`src/rtl/exc_ctrl_pkg.sv`:
```
package exc_ctrl_pkg;
  // Fixed exception numbering; arbitration ties fall to the lower number.
  localparam int EXC_NMI    = 0;
  localparam int EXC_HARD   = 1;
  localparam int EXC_USAGE  = 2;
  localparam int EXC_SVC    = 3;
  localparam int EXC_DBGMON = 4;
  localparam int EXC_SVREQ  = 5;
  localparam int EXC_TICK   = 6;
  localparam int EXC_IRQ0   = 7;
  // Number of sources with a fixed level (NMI, hard fault).
  localparam int N_FIXED    = 2;
endpackage

```
`src/rtl/exc_src_state.sv`:
```
module exc_src_state #(
  parameter int N_EXC = 9,
  parameter int NUM_W = 4
) (
  input  logic             clk,
  input  logic             rst,
  input  logic [N_EXC-1:0] set_req,
  input  logic             enter,
  input  logic [NUM_W-1:0] enter_num,
  input  logic             leave,
  input  logic [NUM_W-1:0] leave_num,
  output logic [N_EXC-1:0] pending,
  output logic [N_EXC-1:0] active
);
  for (genvar g = 0; g < N_EXC; g++) begin : g_src
    logic hit_enter;
    logic hit_leave;
    assign hit_enter = enter && (enter_num == NUM_W'(g));
    assign hit_leave = leave && (leave_num == NUM_W'(g));

    // A new request wins over the clear of an entry in the same cycle.
    always_ff @(posedge clk) begin
      if (rst) begin
        pending[g] <= 1'b0;
      end else if (set_req[g]) begin
        pending[g] <= 1'b1;
      end else if (hit_enter) begin
        pending[g] <= 1'b0;
      end
    end

    always_ff @(posedge clk) begin
      if (rst) begin
        active[g] <= 1'b0;
      end else if (hit_enter) begin
        active[g] <= 1'b1;
      end else if (hit_leave) begin
        active[g] <= 1'b0;
      end
    end
  end
endmodule

```
`src/rtl/exc_arbiter.sv`:
```
module exc_arbiter #(
  parameter int N_EXC = 9,
  parameter int NUM_W = 4,
  parameter int EP_W  = 4
) (
  input  logic [N_EXC-1:0]      eligible,
  input  logic [N_EXC*EP_W-1:0] lvl_flat,
  input  logic [EP_W-1:0]       ceiling,
  output logic                  found,
  output logic [NUM_W-1:0]      win_num,
  output logic [EP_W-1:0]       win_lvl
);
  logic [EP_W-1:0]  best;
  logic [NUM_W-1:0] best_idx;
  logic             any;

  // Linear scan from low numbers: strict compare keeps the lower number on ties.
  always_comb begin
    best     = '1;
    best_idx = '0;
    any      = 1'b0;
    for (int i = 0; i < N_EXC; i++) begin
      if (eligible[i] && (lvl_flat[i*EP_W +: EP_W] < best)) begin
        best     = lvl_flat[i*EP_W +: EP_W];
        best_idx = NUM_W'(i);
        any      = 1'b1;
      end
    end
  end

  assign found   = any && (best < ceiling);
  assign win_num = best_idx;
  assign win_lvl = best;
endmodule

```
`src/rtl/exc_nest_stack.sv`:
```
module exc_nest_stack #(
  parameter int DEPTH = 6,
  parameter int NUM_W = 4,
  parameter int EP_W  = 4,
  parameter int CNT_W = 3
) (
  input  logic             clk,
  input  logic             rst,
  input  logic             push,
  input  logic [NUM_W-1:0] push_num,
  input  logic [EP_W-1:0]  push_lvl,
  input  logic             pop,
  output logic [NUM_W-1:0] top_num,
  output logic [EP_W-1:0]  top_lvl,
  output logic [CNT_W-1:0] count
);
  localparam int IDX_W = (DEPTH > 1) ? $clog2(DEPTH) : 1;

  logic [NUM_W-1:0] num_q [DEPTH];
  logic [EP_W-1:0]  lvl_q [DEPTH];
  logic [CNT_W-1:0] cnt_q;
  logic [IDX_W-1:0] wr_idx;
  logic [IDX_W-1:0] rd_idx;

  assign wr_idx = IDX_W'(cnt_q);
  assign rd_idx = IDX_W'(cnt_q - CNT_W'(1));

  // Push only ever follows a strictly more urgent level, so the depth
  // never exceeds the number of distinct levels.
  always_ff @(posedge clk) begin
    if (rst) begin
      cnt_q <= '0;
    end else if (push) begin
      num_q[wr_idx] <= push_num;
      lvl_q[wr_idx] <= push_lvl;
      cnt_q         <= cnt_q + CNT_W'(1);
    end else if (pop && (cnt_q != '0)) begin
      cnt_q <= cnt_q - CNT_W'(1);
    end
  end

  assign top_num = (cnt_q == '0) ? '0 : num_q[rd_idx];
  assign top_lvl = (cnt_q == '0) ? '1 : lvl_q[rd_idx];
  assign count   = cnt_q;
endmodule

```
`src/rtl/exc_ctrl.sv`:
```
module exc_ctrl
  import exc_ctrl_pkg::*;
#(
  parameter int NUM_IRQ = 4,
  parameter int PRIO_W  = 3
) (
  input  logic                                     clk,
  input  logic                                     rst,
  input  logic                                     nmi_req,
  input  logic                                     hard_fault,
  input  logic                                     usage_fault,
  input  logic                                     svc_call,
  input  logic                                     dbg_mon_req,
  input  logic                                     tick_zero,
  input  logic [NUM_IRQ-1:0]                       irq_req,
  input  logic [EXC_IRQ0+NUM_IRQ-1:0]              sw_set_pend,
  input  logic [EXC_IRQ0+NUM_IRQ-N_FIXED-1:0]      src_enable,
  input  logic [(EXC_IRQ0+NUM_IRQ-N_FIXED)*PRIO_W-1:0] src_prio,
  input  logic                                     take_ready,
  input  logic                                     handler_exit,
  output logic                                     take_valid,
  output logic [$clog2(EXC_IRQ0+NUM_IRQ)-1:0]      take_num,
  output logic [EXC_IRQ0+NUM_IRQ-1:0]              exc_pending,
  output logic [EXC_IRQ0+NUM_IRQ-1:0]              exc_active,
  output logic [PRIO_W+1:0]                        exec_level
);
  localparam int N_EXC = EXC_IRQ0 + NUM_IRQ;
  localparam int N_CFG = N_EXC - N_FIXED;
  localparam int NUM_W = $clog2(N_EXC);
  localparam int EP_W  = PRIO_W + 2;
  localparam int DEPTH = (1 << PRIO_W) + N_FIXED;
  localparam int CNT_W = $clog2(DEPTH + 1);

  logic [N_EXC-1:0]      hw_req;
  logic [N_EXC-1:0]      set_req;
  logic [N_EXC-1:0]      src_en_all;
  logic [N_EXC*EP_W-1:0] lvl_flat;
  logic                  found;
  logic [NUM_W-1:0]      win_num;
  logic [EP_W-1:0]       win_lvl;
  logic [NUM_W-1:0]      top_num;
  logic [EP_W-1:0]       top_lvl;
  logic [CNT_W-1:0]      nest_depth;
  logic                  exit_ok;
  logic                  settle_q;
  logic                  accept;

  // Hardware request map; the pendable service request has no wire.
  assign hw_req[EXC_NMI]    = nmi_req;
  assign hw_req[EXC_HARD]   = hard_fault;
  assign hw_req[EXC_USAGE]  = usage_fault;
  assign hw_req[EXC_SVC]    = svc_call;
  assign hw_req[EXC_DBGMON] = dbg_mon_req;
  assign hw_req[EXC_SVREQ]  = 1'b0;
  assign hw_req[EXC_TICK]   = tick_zero;
  assign hw_req[N_EXC-1:EXC_IRQ0] = irq_req;
  assign set_req = hw_req | sw_set_pend;

  // Level per source: fixed levels first, then programmable ones offset by 2.
  for (genvar s = 0; s < N_EXC; s++) begin : g_lvl
    if (s < N_FIXED) begin : g_fixed
      assign lvl_flat[s*EP_W +: EP_W] = EP_W'(s);
      assign src_en_all[s]            = 1'b1;
    end else begin : g_cfg
      assign lvl_flat[s*EP_W +: EP_W] =
        EP_W'(src_prio[(s-N_FIXED)*PRIO_W +: PRIO_W]) + EP_W'(N_FIXED);
      assign src_en_all[s]            = src_enable[s-N_FIXED];
    end
  end

  exc_src_state #(
    .N_EXC(N_EXC),
    .NUM_W(NUM_W)
  ) u_state (
    .clk      (clk),
    .rst      (rst),
    .set_req  (set_req),
    .enter    (accept),
    .enter_num(win_num),
    .leave    (exit_ok),
    .leave_num(top_num),
    .pending  (exc_pending),
    .active   (exc_active)
  );

  exc_arbiter #(
    .N_EXC(N_EXC),
    .NUM_W(NUM_W),
    .EP_W (EP_W)
  ) u_arb (
    .eligible(exc_pending & src_en_all),
    .lvl_flat(lvl_flat),
    .ceiling (exec_level),
    .found   (found),
    .win_num (win_num),
    .win_lvl (win_lvl)
  );

  exc_nest_stack #(
    .DEPTH(DEPTH),
    .NUM_W(NUM_W),
    .EP_W (EP_W),
    .CNT_W(CNT_W)
  ) u_stack (
    .clk     (clk),
    .rst     (rst),
    .push    (accept),
    .push_num(win_num),
    .push_lvl(win_lvl),
    .pop     (exit_ok),
    .top_num (top_num),
    .top_lvl (top_lvl),
    .count   (nest_depth)
  );

  assign exec_level = (nest_depth == '0) ? '1 : top_lvl;
  assign exit_ok    = handler_exit && (nest_depth != '0);

  // One quiet cycle after a real exit so the restored level settles.
  always_ff @(posedge clk) begin
    if (rst) settle_q <= 1'b0;
    else     settle_q <= exit_ok;
  end

  assign take_valid = found && !settle_q;
  assign take_num   = win_num;
  assign accept     = take_valid && take_ready && !handler_exit;
endmodule

```
`config.mk`:
```
export PLATFORM = sky130hd
export DESIGN_NAME = exc_ctrl
export DESIGN_NICKNAME = d
export VERILOG_FILES = /design/src/rtl/exc_ctrl_pkg.sv /design/src/rtl/exc_src_state.sv /design/src/rtl/exc_arbiter.sv /design/src/rtl/exc_nest_stack.sv /design/src/rtl/exc_ctrl.sv
export SDC_FILE = /design/constraint.sdc
export NUM_CORES = 1
export LEC_CHECK = 0
export ABC_AREA = 1
export BUFFER_PORTS_ARGS = -buffer_cell sky130_fd_sc_hd__clkbuf_2
export CORE_UTILIZATION = 31
export DETAILED_ROUTE_END_ITERATION = 12
export GPL_ROUTABILITY_DRIVEN = 0
export HOLD_SLACK_MARGIN = 0.1
export PLACE_DENSITY = 0.58
export SYNTH_ARGS = -nofsm -noshare
export SYNTH_HDL_FRONTEND = slang
export SYNTH_SLANG_ARGS = --single-unit
```
`constraint.sdc`:
```
create_clock -name clk -period 14.7 [get_ports clk]
set_input_delay 1.47 -clock clk [delete_from_list [all_inputs] [get_ports clk]]
set_output_delay 1.47 -clock clk [all_outputs]
set_load 0.02 [all_outputs]
```
==> results of run 1 <==
-- area by class of cell --
| class | instances | area (um^2) |
|---|---|---|
| clock buffer | 17 | 425 |
| clock inverter | 15 | 190 |
| fill | 2264 | 13500 |
| inverter | 97 | 367 |
| multi-input combinational | 562 | 3210 |
| sequential | 117 | 3240 |
| tap | 280 | 350 |
| timing repair buffer | 110 | 596 |
-- final timing paths --
kind / cells after the start / to / slack (ps)
setup / recovery: 72 / take_valid / 1230
hold reg to reg: 2 / u_state.active[10] / 470
hold / removal: 2 / u_state.active[10] / 470
setup reg to reg: 75 / u_stack.lvl_q[1][3] / 2520
-- stage by stage --
| step | hold WS (ps) | worst slack [ps] |
|---|---|---|
| after floorplan | 477 | 1780 |
| after global routing | 499 | 2.96 |
| after global placement | 456 | 376 |
| final | 475 | 1230 |
| after detailed placement | 467 | 64.9 |
| after CTS | 477 | 22.5 |
-- synthesized netlist by cell type, drive strengths merged (5+ instances only) --
master,number
or2,10
edfxtp,90
a21oi,45
o221ai,5
nand3,65
o211ai,11
dfxtp,27
o22ai,5
a22oi,5
clkbuf,17
buf,6
inv,95
nand4,19
ha,35
o21ai,52
nand2,183
nor2,102
-- registers in the layout (all words and copies together) (netlist names) --
| register | count |
|---|---|
| u_state.pending | 11 |
| u_stack.count | 4 |
| settle_q | 1 |
| u_state.active | 11 |
| u_stack.lvl_q | 50 |
| u_stack.num_q | 40 |
-- what timing repair did --
| action | in CTS | in global routing |
|---|---|---|
| gates resized for setup | 0 | 12 |
| hold buffers | 0 | 0 |
| endpoints found under the setup margin | 0 | 91 |
| setup buffers | 0 | 2 |
-- worst reg2reg max path, delay by kind of cell (launching register included) --
kind	cells	cell delay, ps
AO/OA/AOI/OAI	19	3250
adder cells (fa/ha/maj)	10	2800
AND/OR/NAND/NOR	37	4290
buffers and inverters	9	1160
flip-flops	1	410
-- power by group --
group	switching, uW	internal, uW
sequential	9.62	401
clock	164	270
combinational	506	225
-- kinds of logic (layout without fill, tap and decap cells) --
kind of cell,count (synthesis),count (layout)
AO/OA/AOI/OAI,136,136
XOR/XNOR,4,4
adder cells (fa/ha/maj),35,35
buffers and inverters,120,239
flip-flops,117,117
AND/OR/NAND/NOR,387,387
-- per-layer routing --
metal  up-vias  global-route usage  wire length (um)
li1       2939                   -                 -
met2       143               0.285              8940
met4         0              0.0495               208
met5         -                   0                 0
met1      2679               0.212              8390
met3        21              0.0410               893
==> run metrics, run 1 <==
dpl cells 1164; Design Area, Final 8390 um^2; slowest stage cell, crit path ha_1; antenna-violating nets left 0; iteration count of the initial detailed-routing pass 5; Clock Sinks 117; grt total ovfl 0; count of input and output buffers 92; vias in the first global route 5563; CP endpoint kind output port; fin util 0.383; first-pass GRT wire length slightly below 30000 um; largest net degree at the start of global routing 50; Detailed Place HPWL 13200 um; area delta synth->final 21.0%; Die Y around 150 um; DRC Markers 0; Synth async-reset ratio 0; Yosys cell types 48; die width ~150 um; VDD IR max 0.000108 V; Final nets 1001; ranking of synthesized cells by area edfxtp_1 (39%), nand2_1 (8.3%), dfxtp_1 (7.8%); most used cell, CP nand2_1; EDFF count, synth 90; CP peak stage delay 330 ps; Slew Viols, Final 0; critical-path maximum fanout 12; total number of vias 5782; synthesis warning total 0; H-tree Lvls 4; Boundary Pins slightly above 90; post-route setup TNS 0 ps; Critical Path Source src_prio[1]; fin crit period 13470 ps; Synth area leader edfxtp_1; final hold violation count 0; R2R Path Start u_state.pending[0]; Final Non-Filler Cells approximately 1200; Worst Path Required roughly 13000 ps; Mean Syn Cell Area a little under 9 um^2; area share of the largest cell type after synthesis 0.390; maximum clock rate between 70 and 80 MHz; Core Box Area 21900 um^2; main combinational cell family by area after synthesis simple AND/OR/NAND/NOR gates; critical path arrival between 10000 and 15000 ps; clk buf depth 2; clk slew on worst S/H paths around 50 ps; antenna cells 0; commonest non-fill, non-tap cell in the layout nand2_1; clock skew 12.2 ps; row count 54; all-layer global routing usage 0.168; Worst Hold Class reg -> reg; Max Cap Viol 0; WP buf/inv 9; status finished clean; Initial Util 0.316; Design Power 1580 uW; register bit total from synthesis 117; Worst Tran Pin Value about 1100 ps; Setup violations, final 0; ys flop type edfxtp_1; Setup CP Type in -> out; DRT iter0 DRCs 361; Post-Synth Simple-Gate Area 0.272; Post-Syn Nets approximately 900; startpoint types input port; area post-placement roughly 7700 um^2; Synth Area in Compound Gates 0.122; root buf cell clkbuf_16; CTS tree yes; later-pin clock latency in the skew report 420 ps; Tcrit/Tclk final 0.916; Mapped Area 6930 um^2; Leakage Power 0.00374 uW; mux share of post-synthesis cell area 0; Synth Area in XOR/XNOR 0.00506; CTS buffer count 17; Adder-Cell Fraction of Synth Area 0.0632; Post-Synthesis Cells 799; initial antenna violation count 0; most frequent cells in the layout nand2_1 (153), nor2_1 (93), clkbuf_2 (92), edfxtp_1 (90), inv_1 (85); Hold Startpoint u_state.active[10]; RSZ-0062 raised after global routing no; total wire length between 15000 and 20000 um; Die ar. 22900 um^2; cell family with most CP delay simple AND/OR/NAND/NOR gates; Avg WL per Cell 15.4 um; via/cell ratio 4.83; sequential share of the synthesized area 0.468; layout cells sized above 1 0.241; relative max-transition margin 0.272; power density over the cells about 190 nW/um^2
Note: power is estimated with default switching activity, not from simulation.
==> run 2, diff against run 1 <==
Settings changed: CELL_PAD_IN_SITES_DETAIL_PLACEMENT set to 2, CELL_PAD_IN_SITES_GLOBAL_PLACEMENT set to 2, PLACE_DENSITY 0.58 to 0.82.
==> run metrics, run 2 (synthesis gave the netlist of run 1 again) <==
DRT iter0 DRCs 223 (-38%); Worst Path Required 13230 ps (about the same); RSZ-0062 raised after global routing no; worst hold path stage count 2 (unchanged); Setup CP Type in -> out; Hold Startpoint u_state.active[8]; DRC Markers 0 (unchanged); R2R Path Start u_state.pending[0]; iteration count of the initial detailed-routing pass 4 (-1); maximum clock rate 73.1 MHz (-1.6%); row count 54 (unchanged); Clock Sinks 117 (unchanged); post-route setup slack 1010 ps (-216 ps); largest net degree at the start of global routing 50 (unchanged); CP endpoint kind output port; root buf cell clkbuf_16; final hold violation count 0 (unchanged); layout cells sized above 1 0.238 (-0.00244); pre-CTS setup slack -320 ps (-385 ps); R2R Path End u_stack.lvl_q[1][0]; Max Cap Viol 0 (unchanged); all-layer global routing usage 0.217 (+0.0483); grt total ovfl 0 (unchanged); Tcrit/Tclk final 0.931 (+0.0147); initial antenna violation count 0 (unchanged); via/cell ratio 5.12 (+6.0%); commonest non-fill, non-tap cell in the layout nand2_1; H-tree Lvls 4 (unchanged); die width 151 um (unchanged); Worst Tran Pin Value 913 ps (-174 ps); Final nets 1002 (+0.10%); worst r2r path cells 79 (+5.3%); antenna-violating nets left 0 (unchanged); first-pass GRT wire length 36900 um (+27%); most used cell, CP nand2_1; total number of vias 6136 (+6.1%); status finished clean; Initial Util 0.316 (unchanged); hold buffers post-CTS 0 (unchanged); total wire length 23500 um (+27%); Core Box Area 21900 um^2 (unchanged); Avg WL per Cell 19.6 um (+27%); Boundary Pins 93 (unchanged); Slew Viols, Final 0 (unchanged); CTS tree yes; startpoint types input port; Worst Hold Class reg -> reg; clk slew on worst S/H paths 50 ps (about the same); area delta synth->final 20.4%; count of input and output buffers 92 (unchanged); clk buf depth 2 (unchanged); antenna cells 0 (unchanged); slowest stage cell, crit path ha_1; later-pin clock latency in the skew report 430 ps (about the same); VDD IR max 0.000111 V (+3.2%); Die ar. 22900 um^2 (unchanged); R2R setup slack 2110 ps (-410 ps); CP peak stage delay 350 ps (+20 ps); Setup violations, final 0 (unchanged); most frequent cells in the layout nand2_1 (153), nor2_1 (93), clkbuf_2 (92), edfxtp_1 (90), inv_1 (85); Detailed Place HPWL 17300 um (+31%); Largest Register u_stack.lvl_q; largest registers u_stack.lvl_q (50), u_stack.num_q (40); CTS buffer count 17 (unchanged); critical path arrival 12220 ps (+220 ps); Hold EP u_state.active[8]; vias in the first global route 6675 (+20%); Largest register FFs 50 (unchanged); Leakage Power 0.00373 uW (-0.39%); post-route setup TNS 0 ps (unchanged); relative max-transition margin 0.383 (+0.111); fin crit period 13690 ps (+216 ps); critical-path maximum fanout 12 (unchanged); power density over the cells 188 nW/um^2 (+0.24%); clock skew 20.9 ps (+8.64 ps); Die Y 151 um (unchanged)
run 2: cell count changes in the layout (fill, tap and decap cells not counted), moves of 2 or more:
cell,previous run,this run
clkinvlp_4,3,0
clkinv_4,2,0
clkbuf_8,0,4
o21ai_0,35,33
inv_6,5,0
clkinv_2,1,5
bufinv_16,3,0
nand2_4,10,12
clkbuf_1,0,5
nand2_2,20,18
run 2: report_power, final:
group / switching (uW) / leakage (uW) / internal [uW]
Sequential: 12.1 / 0.00104 / 402
Combinational: 557 / 0.00243 / 228
Clock: 141 / 0.000265 / 231
run 2: routing by layer:
layer / vias to the layer above / GRT usage / share of wire
met4: 0 / 0.0658 / 0.015
met3: 23 / 0.0353 / 0.029
met1: 3068 / 0.256 / 0.43
met5: - / 0 / 0
li1: 2938 / - / -
met2: 107 / 0.398 / 0.52
run 2: final cells by class:
cell class	count	area, um^2
fillers	2494	13500
multi-input cells	562	3250
flip-flops and latches	117	3240
repair buffers	111	603
clock buffers	26	499
inverters	97	367
well taps	280	350
clock inverters	6	28.8
run 2: timing repair:
action / CTS / global route
pin swaps: 0 / 3
setup buffers: 0 / 2
endpoints found under the setup margin: 1 / 71
gates resized for setup: 2 / 19
run 2: per-stage QoR:
| stage | util | instances | hold WS [ps] | cell area (um^2) | power [uW] |
|---|---|---|---|---|---|
| finish | 0.381 | 1199 | 472 | 8340 | 1570 |
| global route | 0.381 | 1199 | 502 | 8340 | 1670 |
| CTS | 0.378 | 1197 | 478 | 8280 | 1570 |
| detailed placement | 0.354 | 1165 | 468 | 7750 | 1180 |
| global placement | 0.354 | 1165 | 457 | 7750 | 1140 |
| floorplan | - | 799 | 477 | 6930 | 929 |
run 2: how the worst max path moves through the flow:
| stage | from | to | slack (ps) |
|---|---|---|---|
| final | src_prio[1] | take_valid | 1010 |
| after global routing | src_prio[1] | take_valid | 30 |
| after CTS | src_prio[1] | take_valid | 10 |
| after detailed placement | src_prio[1] | take_valid | -320 |
| after global placement | src_prio[1] | take_valid | 170 |
| after floorplan | src_prio[1] | take_valid | 1780 |
run 2: critical path, delay by kind of cell:
| family | cells | cell delay, ps |
|---|---|---|
| compound gates | 16 | 2560 |
| fa+ha+maj | 10 | 2950 |
| buf+inv | 9 | 960 |
| simple gates | 41 | 4210 |
==> run 3, diff against run 2 <==
Settings changed: CORE_UTILIZATION 31 to 35, PLACE_DENSITY 0.82 to 0.9.
==> run metrics, run 3 (synthesis gave the netlist of run 1 again) <==
status finished clean; Largest Register u_stack.lvl_q; most used cell, CP nand2_1; post-route setup TNS 0 ps (unchanged); area delta synth->final 21.3%; die width 143 um (-5.8%); Worst Hold Class reg -> reg; Setup violations, final 0 (unchanged); Worst Tran Pin Value 1040 ps (+127 ps); Slew Viols, Final 0 (unchanged); later-pin clock latency in the skew report 420 ps (about the same); Tcrit/Tclk final 0.950 (+0.0189); total number of vias 6237 (+1.6%); Die Y 143 um (-5.8%); post-route setup slack 735 ps (-278 ps); root buf cell clkbuf_16; Hold Startpoint u_state.active[8]; first-pass GRT wire length 38900 um (+5.3%); Logic pwr share 0.490 (-0.010); grt total ovfl 0 (unchanged); R2R Path End u_stack.lvl_q[1][0]; worst r2r path cells 77 (-2.5%); Largest register FFs 50 (unchanged); worst hold path stage count 2 (unchanged); CP endpoint kind output port; relative max-transition margin 0.297 (-0.0860); Clock Power Share 0.261 (+0.024); commonest non-fill, non-tap cell in the layout nand2_1; DRC Markers 0 (unchanged); row count 51 (-5.6%); Setup CP Type in -> out; startpoint types input port; maximum clock rate 71.6 MHz (-2.0%); slowest stage cell, crit path ha_1; CTS tree yes; CP peak stage delay 340 ps (about the same); cell family with most CP delay simple AND/OR/NAND/NOR gates; Hold EP u_state.active[8]; Die ar. 20400 um^2 (-11%); Sw Ratio 0.456 (+0.00342); total wire length 25500 um (+8.6%); Fillers 2162 (-13%); CTS buffer count 17 (unchanged); most frequent cells in the layout nand2_1 (153), nor2_1 (93), clkbuf_2 (92), edfxtp_1 (90), inv_1 (85); WP buf/inv 9 (unchanged); critical path arrival 12500 ps (+280 ps); Worst Path Required 13230 ps (about the same); P_int 903 uW (+5.0%); Final nets 1000 (-0.20%); VDD IR max 0.0000995 V (-11%); power density over the cells 198 nW/um^2 (+4.9%); Initial Util 0.356 (+0.0395); largest registers u_stack.lvl_q (50), u_stack.num_q (40); final hold violation count 0 (unchanged); part of the power in registers 0.250 (-0.013); Final Non-Filler Cells 1182 (-1.4%); R2R setup slack 1950 ps (-160 ps); clock skew 9.97 ps (-10.9 ps); R2R Path Start u_state.pending[0]; antenna-violating nets left 0 (unchanged); Leakage Power 0.00375 uW (+0.46%); Detailed Place HPWL 17800 um (+3.3%); vias in the first global route 6986 (+4.7%); count of input and output buffers 92 (unchanged); critical-path maximum fanout 12 (unchanged); dpl cells 1146 (-1.6%); Boundary Pins 93 (unchanged); largest net degree at the start of global routing 50 (unchanged); multi-input logic area 3270 um^2 (+0.46%); pre-CTS setup slack -641 ps (-321 ps); hold buffers post-CTS 0 (unchanged); clk buf depth 2 (unchanged); Clock Sinks 117 (unchanged); iteration count of the initial detailed-routing pass 6 (+2); Seq. cell area 3240 um^2 (unchanged); via/cell ratio 5.28 (+3.1%); P_sw 757 uW (+6.5%); clk slew on worst S/H paths 50 ps (about the same); Avg WL per Cell 21.6 um (+10%); fin crit period 13970 ps (+278 ps); all-layer global routing usage 0.258 (+0.0412); Core Box Area 19500 um^2 (-11%); fin util 0.432 (+0.0508); DRT iter0 DRCs 287 (+29%); initial antenna violation count 0 (unchanged); antenna cells 0 (unchanged); H-tree Lvls 4 (unchanged); layout cells sized above 1 0.243 (+0.00488); Max Cap Viol 0 (unchanged)
-- run 3: changes by cell type in the layout (fill, tap and decap cells not counted), sizes merged --
cell,previous run,this run
inv,95,97
clkinvlp,0,4
clkbuf,118,109
buf,19,17
bufinv,0,3
-- run 3: cell type report --
class,count,area share
clock buffers,17,0.0506
clock inverters,15,0.0216
inverters,97,0.0439
multi-input cells,562,0.389
flip-flops and latches,117,0.386
well taps,265,0.0395
repair buffers,109,0.0700
-- run 3: stage by stage --
| step | instance area, um^2 | total power (uW) | hold slack, ps |
|---|---|---|---|
| after global routing | 8400 | 1750 | 515 |
| after global placement | 7710 | 1120 | 457 |
| final | 8400 | 1660 | 475 |
| after floorplan | 6930 | 929 | 477 |
| after CTS | 8330 | 1650 | 488 |
| after detailed placement | 7710 | 1180 | 458 |
-- run 3: worst max path at each step --
| stage | cells past startpoint | startpoint | slack [ps] | end |
|---|---|---|---|---|
| 3_5_place_dp | 68 | src_prio[1] | -640 | take_valid |
| 4_1_cts | 70 | src_prio[1] | 110 | take_valid |
| 2_1_floorplan | 66 | src_prio[1] | 1780 | take_valid |
| 6_report | 75 | src_prio[1] | 730 | take_valid |
| 3_3_place_gp | 67 | src_prio[1] | 40 | take_valid |
| 5_1_grt | 76 | src_prio[1] | -160 | take_valid |
-- run 3: power groups by stage --
| stage | clock network, uW | logic [uW] | registers [uW] |
|---|---|---|---|
| 2_1_floorplan | 0 | 509 | 420 |
| 4_1_cts | 439 | 793 | 414 |
| 5_1_grt | 451 | 883 | 416 |
| 6_report | 433 | 813 | 414 |
| 3_5_place_dp | 0 | 755 | 420 |
| 3_3_place_gp | 0 | 707 | 418 |
-- run 3: per-layer routing --
metal | vias up | track usage | part of all wire
li1 | 2934 | - | -
met2 | 131 | 0.501 | 0.55
met1 | 3125 | 0.279 | 0.39
met5 | - | 0 | 0
met3 | 47 | 0.0426 | 0.030
met4 | 0 | 0.0894 | 0.025
-- run 3: worst reg2reg max path: cells and delay by family, from the launching register on --
kind,cells,cell delay (ps)
AND/OR/NAND/NOR,40,5150
AO/OA/AOI/OAI,19,3060
adder cells (fa/ha/maj),10,2900
buffers and inverters,8,850
flip-flops,1,420
-- run 3: what timing repair did --
item / 4_1_cts / 5_1_grt
endpoints found under the setup margin: 10 / 54
pin swaps: 0 / 1
resized for setup: 6 / 18
setup buffers: 0 / 4
